File: config.mk
export PLATFORM = sky130hd
export DESIGN_NAME = mode_regfile
export DESIGN_NICKNAME = d
export VERILOG_FILES = /design/src/rtl/rb_pkg.sv /design/src/rtl/rb_mode_decode.sv /design/src/rtl/rb_pc_unit.sv /design/src/rtl/rb_bank_store.sv /design/src/rtl/mode_regfile.sv
export SDC_FILE = /design/constraint.sdc
export NUM_CORES = 2
export LEC_CHECK = 0
export CORE_AREA = 2 2 342 259
export CTS_BUF_LIST = sky130_fd_sc_hd__clkbuf_4 sky130_fd_sc_hd__clkbuf_8
export CTS_CLUSTER_DIAMETER = 120
export DETAILED_ROUTE_END_ITERATION = 7
export DIE_AREA = 0 0 344 261
export PLACE_DENSITY = 0.78
export SKIP_LAST_GASP = 1
export SYNTH_ARGS = -nofsm -noshare
export SYNTH_HDL_FRONTEND = slang
export SYNTH_HIERARCHICAL = 1
export SYNTH_SLANG_ARGS = --single-unit
export TNS_END_PERCENT = 100
File: constraint.sdc
create_clock -name clk -period 3.15 [get_ports clk]
set_input_delay 0.315 -clock clk [delete_from_list [all_inputs] [get_ports clk]]
set_output_delay 0.315 -clock clk [all_outputs]
set_load 0.01 [all_outputs]
File: src/rtl/rb_pkg.sv
// Shared constants and types for the mode-banked register file.
// Assumes a 5-bit mode code and 16 architectural registers.
package rb_pkg;
    localparam int IDX_W    = 4;
    localparam int MODE_W   = 5;
    localparam int N_SHARED = 8;  // indices with a single copy
    localparam int N_HI     = 5;  // indices with a fast-interrupt copy
    localparam int N_BANKS  = 6;  // copies of the two top indices
    localparam int N_SPLR   = 2;  // number of fully banked indices
    localparam int BANK_W   = $clog2(N_BANKS);

    typedef enum logic [MODE_W-1:0] {
        MODE_USR = 5'b10000,
        MODE_FIQ = 5'b10001,
        MODE_IRQ = 5'b10010,
        MODE_SVC = 5'b10011,
        MODE_ABT = 5'b10111,
        MODE_UND = 5'b11011,
        MODE_SYS = 5'b11111
    } cpu_mode_e;

    typedef logic [BANK_W-1:0] bank_t;

    localparam bank_t BANK_USR = 3'd0;
    localparam bank_t BANK_FIQ = 3'd1;
    localparam bank_t BANK_IRQ = 3'd2;
    localparam bank_t BANK_SVC = 3'd3;
    localparam bank_t BANK_ABT = 3'd4;
    localparam bank_t BANK_UND = 3'd5;
endpackage

File: src/rtl/rb_mode_decode.sv
// Maps a mode code onto a bank number and flags unknown codes.
// Assumes unknown codes must fall back to the user/system bank.
module rb_mode_decode
    import rb_pkg::*;
(
    input  logic [MODE_W-1:0] mode_i,
    output bank_t             bank_o,
    output logic              is_fiq_o,
    output logic              valid_o
);
    // Purpose: translate the mode code to a bank and validity flag.
    always_comb begin
        valid_o = 1'b1;
        bank_o  = BANK_USR;
        case (mode_i)
            MODE_USR, MODE_SYS: bank_o = BANK_USR;
            MODE_FIQ:           bank_o = BANK_FIQ;
            MODE_IRQ:           bank_o = BANK_IRQ;
            MODE_SVC:           bank_o = BANK_SVC;
            MODE_ABT:           bank_o = BANK_ABT;
            MODE_UND:           bank_o = BANK_UND;
            default:            valid_o = 1'b0;
        endcase
    end

    assign is_fiq_o = (bank_o == BANK_FIQ);
endmodule

File: src/rtl/rb_pc_unit.sv
// Holds the program-counter target and forms its look-ahead read value.
// Assumes the write mask depends only on the compact-state flag.
module rb_pc_unit #(
    parameter int XLEN     = 32,
    parameter int PC_AHEAD = 8
) (
    input  logic            clk,
    input  logic            rst_n,
    input  logic            compact_i,
    input  logic [XLEN-1:0] iaddr_i,
    input  logic            wr_en_i,
    input  logic [XLEN-1:0] wr_data_i,
    output logic [XLEN-1:0] pc_q_o,
    output logic [XLEN-1:0] pc_rd_o
);
    localparam logic [XLEN-1:0] MASK_WIDE    = ~(XLEN'(3));
    localparam logic [XLEN-1:0] MASK_COMPACT = ~(XLEN'(1));

    logic [XLEN-1:0] wr_mask;

    // Purpose: choose the alignment mask for the current instruction state.
    always_comb begin
        wr_mask = compact_i ? MASK_COMPACT : MASK_WIDE;
    end

    // Purpose: store the masked target on a write to index 15.
    always_ff @(posedge clk) begin
        if (!rst_n) begin
            pc_q_o <= '0;
        end else if (wr_en_i) begin
            pc_q_o <= wr_data_i & wr_mask;
        end
    end

    assign pc_rd_o = iaddr_i + XLEN'(PC_AHEAD);
endmodule

File: src/rtl/rb_bank_store.sv
// Physical storage for indices 0..14 with mode banking.
// Assumes the index decode happens upstream: 15 never reaches here.
module rb_bank_store
    import rb_pkg::*;
#(
    parameter int XLEN    = 32,
    parameter int NSHARED = N_SHARED,
    parameter int NHI     = N_HI,
    parameter int NBANKS  = N_BANKS,
    parameter int NSPLR   = N_SPLR
) (
    input  logic             clk,
    input  logic             rst_n,
    input  logic             wr_en_i,
    input  logic [IDX_W-1:0] wr_idx_i,
    input  logic             wr_fiq_i,
    input  bank_t            wr_bank_i,
    input  logic [XLEN-1:0]  wr_data_i,
    input  logic             rd_fiq_i,
    input  bank_t            rd_bank_i,
    input  logic [IDX_W-1:0] ra_idx_i,
    input  logic [IDX_W-1:0] rb_idx_i,
    output logic [XLEN-1:0]  ra_data_o,
    output logic [XLEN-1:0]  rb_data_o
);
    localparam int HI_BASE   = NSHARED;
    localparam int SPLR_BASE = NSHARED + NHI;
    localparam int SH_W      = $clog2(NSHARED);
    localparam int HI_W      = $clog2(NHI);
    localparam int SP_W      = (NSPLR > 1) ? $clog2(NSPLR) : 1;

    logic [XLEN-1:0] shared_q [NSHARED];
    logic [XLEN-1:0] hi_q     [2][NHI];
    logic [XLEN-1:0] splr_q   [NBANKS][NSPLR];

    // Shared low registers, one copy each.
    for (genvar g = 0; g < NSHARED; g++) begin : g_shared
        logic [XLEN-1:0] q;
        // Purpose: update one shared register.
        always_ff @(posedge clk) begin
            if (!rst_n) begin
                q <= '0;
            end else if (wr_en_i && wr_idx_i == IDX_W'(g)) begin
                q <= wr_data_i;
            end
        end
        assign shared_q[g] = q;
    end

    // Middle registers: copy 0 common, copy 1 fast-interrupt only.
    for (genvar c = 0; c < 2; c++) begin : g_hi_copy
        for (genvar g = 0; g < NHI; g++) begin : g_hi
            logic [XLEN-1:0] q;
            // Purpose: update one middle register of this copy.
            always_ff @(posedge clk) begin
                if (!rst_n) begin
                    q <= '0;
                end else if (wr_en_i && wr_idx_i == IDX_W'(HI_BASE + g)
                             && (wr_fiq_i == (c == 1))) begin
                    q <= wr_data_i;
                end
            end
            assign hi_q[c][g] = q;
        end
    end

    // Top registers: one copy per bank.
    for (genvar b = 0; b < NBANKS; b++) begin : g_bank
        for (genvar g = 0; g < NSPLR; g++) begin : g_splr
            logic [XLEN-1:0] q;
            // Purpose: update one fully banked register of this bank.
            always_ff @(posedge clk) begin
                if (!rst_n) begin
                    q <= '0;
                end else if (wr_en_i && wr_idx_i == IDX_W'(SPLR_BASE + g)
                             && wr_bank_i == BANK_W'(b)) begin
                    q <= wr_data_i;
                end
            end
            assign splr_q[b][g] = q;
        end
    end

    function automatic logic [XLEN-1:0] pick(input logic [IDX_W-1:0] idx);
        logic [XLEN-1:0] v;
        if (int'(idx) < HI_BASE) begin
            v = shared_q[SH_W'(idx)];
        end else if (int'(idx) < SPLR_BASE) begin
            v = hi_q[rd_fiq_i][HI_W'(idx - IDX_W'(HI_BASE))];
        end else begin
            v = splr_q[rd_bank_i][SP_W'(idx - IDX_W'(SPLR_BASE))];
        end
        return v;
    endfunction

    // Purpose: read port A mux.
    always_comb begin
        ra_data_o = pick(ra_idx_i);
    end

    // Purpose: read port B mux.
    always_comb begin
        rb_data_o = pick(rb_idx_i);
    end
endmodule

File: src/rtl/mode_regfile.sv
// Top of the mode-banked register file: two reads, one write, index 15
// routed to the program-counter unit. Assumes reads follow `mode` and
// writes follow the override mode when enabled.
module mode_regfile
    import rb_pkg::*;
#(
    parameter int XLEN     = 32,
    parameter int PC_AHEAD = 8
) (
    input  logic              clk,
    input  logic              rst_n,
    input  logic [MODE_W-1:0] mode,
    input  logic              compact_mode,
    input  logic [XLEN-1:0]   cur_iaddr,
    input  logic [IDX_W-1:0]  ra_idx,
    output logic [XLEN-1:0]   ra_data,
    input  logic [IDX_W-1:0]  rb_idx,
    output logic [XLEN-1:0]   rb_data,
    input  logic              we,
    input  logic [IDX_W-1:0]  wr_idx,
    input  logic [XLEN-1:0]   wr_data,
    input  logic              wr_ovr_en,
    input  logic [MODE_W-1:0] wr_ovr_mode,
    output logic [XLEN-1:0]   pc_q,
    output logic              mode_err
);
    localparam logic [IDX_W-1:0] PC_IDX = '1;

    bank_t             rd_bank, wr_bank;
    logic              rd_fiq, wr_fiq, rd_valid, wr_valid;
    logic [MODE_W-1:0] wr_mode;
    logic [XLEN-1:0]   st_a, st_b, pc_rd;
    logic              gpr_we, pc_we;

    assign wr_mode = wr_ovr_en ? wr_ovr_mode : mode;
    assign gpr_we  = we && (wr_idx != PC_IDX);
    assign pc_we   = we && (wr_idx == PC_IDX);

    rb_mode_decode u_rd_dec (
        .mode_i   (mode),
        .bank_o   (rd_bank),
        .is_fiq_o (rd_fiq),
        .valid_o  (rd_valid)
    );

    rb_mode_decode u_wr_dec (
        .mode_i   (wr_mode),
        .bank_o   (wr_bank),
        .is_fiq_o (wr_fiq),
        .valid_o  (wr_valid)
    );

    rb_bank_store #(.XLEN(XLEN)) u_store (
        .clk       (clk),
        .rst_n     (rst_n),
        .wr_en_i   (gpr_we),
        .wr_idx_i  (wr_idx),
        .wr_fiq_i  (wr_fiq),
        .wr_bank_i (wr_bank),
        .wr_data_i (wr_data),
        .rd_fiq_i  (rd_fiq),
        .rd_bank_i (rd_bank),
        .ra_idx_i  (ra_idx),
        .rb_idx_i  (rb_idx),
        .ra_data_o (st_a),
        .rb_data_o (st_b)
    );

    rb_pc_unit #(.XLEN(XLEN), .PC_AHEAD(PC_AHEAD)) u_pc (
        .clk       (clk),
        .rst_n     (rst_n),
        .compact_i (compact_mode),
        .iaddr_i   (cur_iaddr),
        .wr_en_i   (pc_we),
        .wr_data_i (wr_data),
        .pc_q_o    (pc_q),
        .pc_rd_o   (pc_rd)
    );

    // Purpose: steer index 15 reads to the look-ahead value.
    always_comb begin
        ra_data = (ra_idx == PC_IDX) ? pc_rd : st_a;
        rb_data = (rb_idx == PC_IDX) ? pc_rd : st_b;
    end

    // Purpose: flag an unknown code on the read mode or an active override.
    always_comb begin
        mode_err = !rd_valid || (we && wr_ovr_en && !wr_valid);
    end
endmodule

==> results.py <==
metrics = {
    "grt": {
        "grt_pass1_wl_um": 299100,
        "grt_max_degree": 124,
        "grtUsageTotal_pct": 43.15,
        "grt_pass1_vias": 49690,
        "antenna_found_initial": 3,
        "overflow": 0,
    },
    "pwr": {
        "power_leakage_nw": 23.40,
        "vdd_drop_max_v": 0.0003649,
        "powerDensity_mw_per_mm2": 436.6,
        "total_power_w": 0.02874,
    },
    "synthesis": {
        "synth_xor_area_share_pct": 0.4939,
        "synth_area_per_cell_um2": 8.098,
        "synthArstFlopShare_pct": 0,
        "synth_compound_area_share_pct": 21.24,
        "yosys_register_bits": 991,
        "netlist_instances": 6351,
        "muxShareOfSynthArea_pct": 15.20,
        "synth-edff-count": 0,
        "synth_top_area_cell": "dfxtp_1",
        "synthesis.nets": 6443,
        "ys_warn_count": 6,
        "yosys.area_share.simple_pct": 19.32,
        "synth_ff_type": "dfxtp_1",
        "ys_seq_area_share_pct": 38.58,
        "synthAdderAreaFrac_pct": 0.02433,
        "synth.area.top_cells": "dfxtp_1 (39%), nand2_1 (14%), a21boi_0 (10%)",
        "synth_top_family_by_area": "compound AO/OA/AOI/OAI gates",
        "synth_top_area_share_pct": 38.58,
        "yosysUniqueCellTypes": 57,
        "synth_area_mm2": 0.05143,
    },
    "floorplan": {
        "pin_count": 188,
        "initial_utilization_pct": 59.25,
        "die_area_mm2": 0.08978,
        "placementRows": 94,
        "die_x_um": 344,
        "core_mm2": 0.08680,
        "die_h_um": 261,
    },
    "clocking": {
        "cts_max_path_buffers": 3,
        "clkSinkCount": 991,
        "cts_root_buf": "clkbuf_8",
        "numCtsBuffers": 154,
        "htreeDepth": 4,
        "clk_pin_slew_ns": 0.06,
        "clk_latency_ns": 0.86,
        "cts_tree": "done",
    },
    "critical_path": {
        "worstPathArrival_ns": 3.24,
        "crit_fanout": 17,
        "r2r-start": "u_store/g_bank[1].g_splr[1].q[0]",
        "path_class": "in2out",
        "regToRegSetupSlack_ns": 2.29,
        "worstRegToRegCells": 2,
        "r2r_end": "u_store/g_bank[1].g_splr[1].q[0]",
        "cp.required_ns": 2.83,
        "start_kind": "primary input",
        "endpoint_kind": "output port",
    },
    "drt": {
        "ant_nets": 0,
        "vias": 52250,
        "dr.pass1.iters": 8,
        "routedWlPerCell_um": 25.98,
        "viasPerCell": 6.567,
        "drc": 1,
        "routed_wl_um": 206700,
        "drt_iter0_markers": 8147,
    },
    "outcome": {
        "status": "complete, but fails checks",
        "violations": "DRC, setup timing",
    },
    "worst_hold_path": {
        "worstHoldEndpoint": "u_pc/pc_q_o[1]",
        "min_from": "compact_mode",
        "whs_path_depth": 3,
        "holdCritPathClass": "in2reg",
    },
    "sta": {
        "clock.fmax_ghz": 0.2817,
        "worst_slack_ns": -0.4001,
        "min_period_over_period_pct": 112.7,
        "hold_viol_final": 0,
        "post-route-min-period_ns": 3.550,
        "finalSetupViolations": 64,
        "rsz0062_at_grt": "true",
        "fin_tns_setup_ns": -13.46,
        "relSlewSlack_pct": 56.71,
        "drv_slew": 0,
        "tightest_slew_ns": 0.6494,
        "fin_skew_ns": 0,
    },
    "placed_design": {
        "port_buffers": 186,
        "post-place-ws_ns": -1.371,
        "hpwlAfterDp_um": 122400,
        "place_congestion": 0.9947,
    },
    "cells_and_area": {
        "drive_above_1_share_pct": 25.42,
        "nets": 6771,
        "syn_to_final_growth_pct": 28.02,
    },
    "job": {
        "maxCapViolCount": 0,
    },
}
-- sequential cells by signal, summed over array words and instances, names as in the netlist --
register,cells
u_pc/pc_q_o,31
u_store/g_hi_copy.g_hi.q,320
u_store/g_bank.g_splr.q,384
u_store/g_shared.q,256
-- synthesized netlist by cell type, types with 2 or more instances --
master and instances:
o2bb2ai_1 2, o22a_1 31, nor4_2 4, mux2_4 60, nor2_2 5, mux2_2 324, nor4_1 63, mux2i_1 324
nand4_4 3, a21boi_0 682, a221oi_1 62, a2111oi_0 3, a31oi_1 5, xnor2_1 23, nor2_1 206, inv_1 4
nand2b_1 14, nand2_1 1971, nor2b_1 43, clkbuf_1 464, and3_1 2, and4_1 2, or3_4 2, o221ai_1 2
nand3_1 15, or2_2 5, nor3b_2 2, a21oi_1 255, or3_1 4, buf_2 110, o22ai_1 63, dfxtp_1 991
nor3_1 80, or4_1 2, xor2_1 6, buf_1 18, o21ai_0 67, a211oi_1 62, buf_4 14, and2_1 7
nor3_2 6, buf_6 13, a222oi_1 31, nand4_1 8, a21boi_1 279
-- stage by stage --
step | util [%] | hold WS, ns | std cells | instance area, µm²
2_1_floorplan | - | 0.4316 | 6351 | 51430
3_3_place_gp | 66.51 | 0.4366 | 7596 | 57730
3_5_place_dp | 66.51 | 0.4430 | 7596 | 57730
4_1_cts | 74.61 | 0.06423 | 7945 | 64760
5_1_grt | 75.85 | 0.1068 | 7956 | 65840
6_report | 75.85 | 0.06854 | 7956 | 65840
-- cell usage in the layout (no fill, tap or decap), types with 51 or more instances in the layout --
master and count:
o21ai_0 66, nor2_1 162, a21boi_0 682, buf_4 376, a221oi_4 51, buf_6 119, a21oi_1 234, nand2_1 1968
mux2_4 146, mux2_2 238, mux2i_1 319, clkbuf_8 191, a21boi_1 279, clkdlybuf4s50_1 110, buf_12 142, dfxtp_1 980
-- power breakdown --
part	switching (W)	total (W)	internal, W
clock network	0.00557	0.0121	0.00650
logic	0.00232	0.00399	0.00167
registers	0.0000577	0.0127	0.0126
total	0.00796	0.0287	0.0208
-- area by class of cell --
type | count | area [µm²]
clock buffers | 237 | 2974
clock inverters | 42 | 430.4
repair buffers | 791 | 8816
fillers | 5677 | 20960
diodes | 2 | 5.005
multi-input cells | 4736 | 32290
well taps | 1152 | 1441
flip-flops and latches | 991 | 19850
inverters | 5 | 32.53
-- timing repair --
| item | 4_1_cts | 5_1_grt |
|---|---|---|
| gates cloned | 14 | 3 |
| setup endpoints to repair | 64 | 64 |
| setup buffers | 88 | 21 |
| endpoints found under the hold margin | 85 | 0 |
| hold buffers | 1 | 0 |
| gates resized for setup | 825 | 207 |
| pin swaps | 181 | 158 |
-- critical path, stage by stage --
cell	delay, ns
buf_8	0.10
buf_6	0.11
nor3_4	0.20
buf_12	0.13
buf_12	0.11
buf_12	0.11
buf_16	0.13
nand2b_4	0.14
buf_12	0.16
buf_6	0.24
o22a_1	0.50
a221oi_2	0.12
nor3_2	0.38
a211oi_2	0.06
mux2_4	0.28
buf_6	0.12
-- routing by layer --
| metal | wire (µm) | part of all wire (%) | GRT usage (%) | vias up |
|---|---|---|---|---|
| met4 | 15060 | 7.3 | 26.80 | 6 |
| met5 | 108 | 0.052 | 0 | - |
| met1 | 75080 | 36 | 56.33 | 24490 |
| met2 | 84860 | 41 | 62.20 | 4347 |
| li1 | - | - | - | 22330 |
| met3 | 31620 | 15 | 13.39 | 1081 |
-- cells by family after synthesis --
| family | Yosys count |
|---|---|
| compound gates | 1546 |
| xor+xnor | 29 |
| fa+ha+maj | 1 |
| buf+inv | 624 |
| flops | 991 |
| mux | 709 |
| other cells | 1 |
| simple gates | 2450 |
-- how the worst max path moves through the flow --
| stage | cells past startpoint | start | slack (ns) | to |
|---|---|---|---|---|
| 6_report | 16 | mode[3] | -0.40 | rb_data[30] |
| 5_1_grt | 16 | mode[3] | -0.41 | rb_data[30] |
| 4_1_cts | 10 | u_store/g_bank[5].g_splr[0].q[23] | -0.27 | rb_data[23] |
| 3_5_place_dp | 12 | mode[2] | -1.37 | ra_data[23] |
| 3_3_place_gp | 13 | mode[3] | -1.30 | ra_data[21] |
| 2_1_floorplan | 10 | mode[3] | 0.43 | rb_data[23] |
Power figures use the tool's default switching activity.
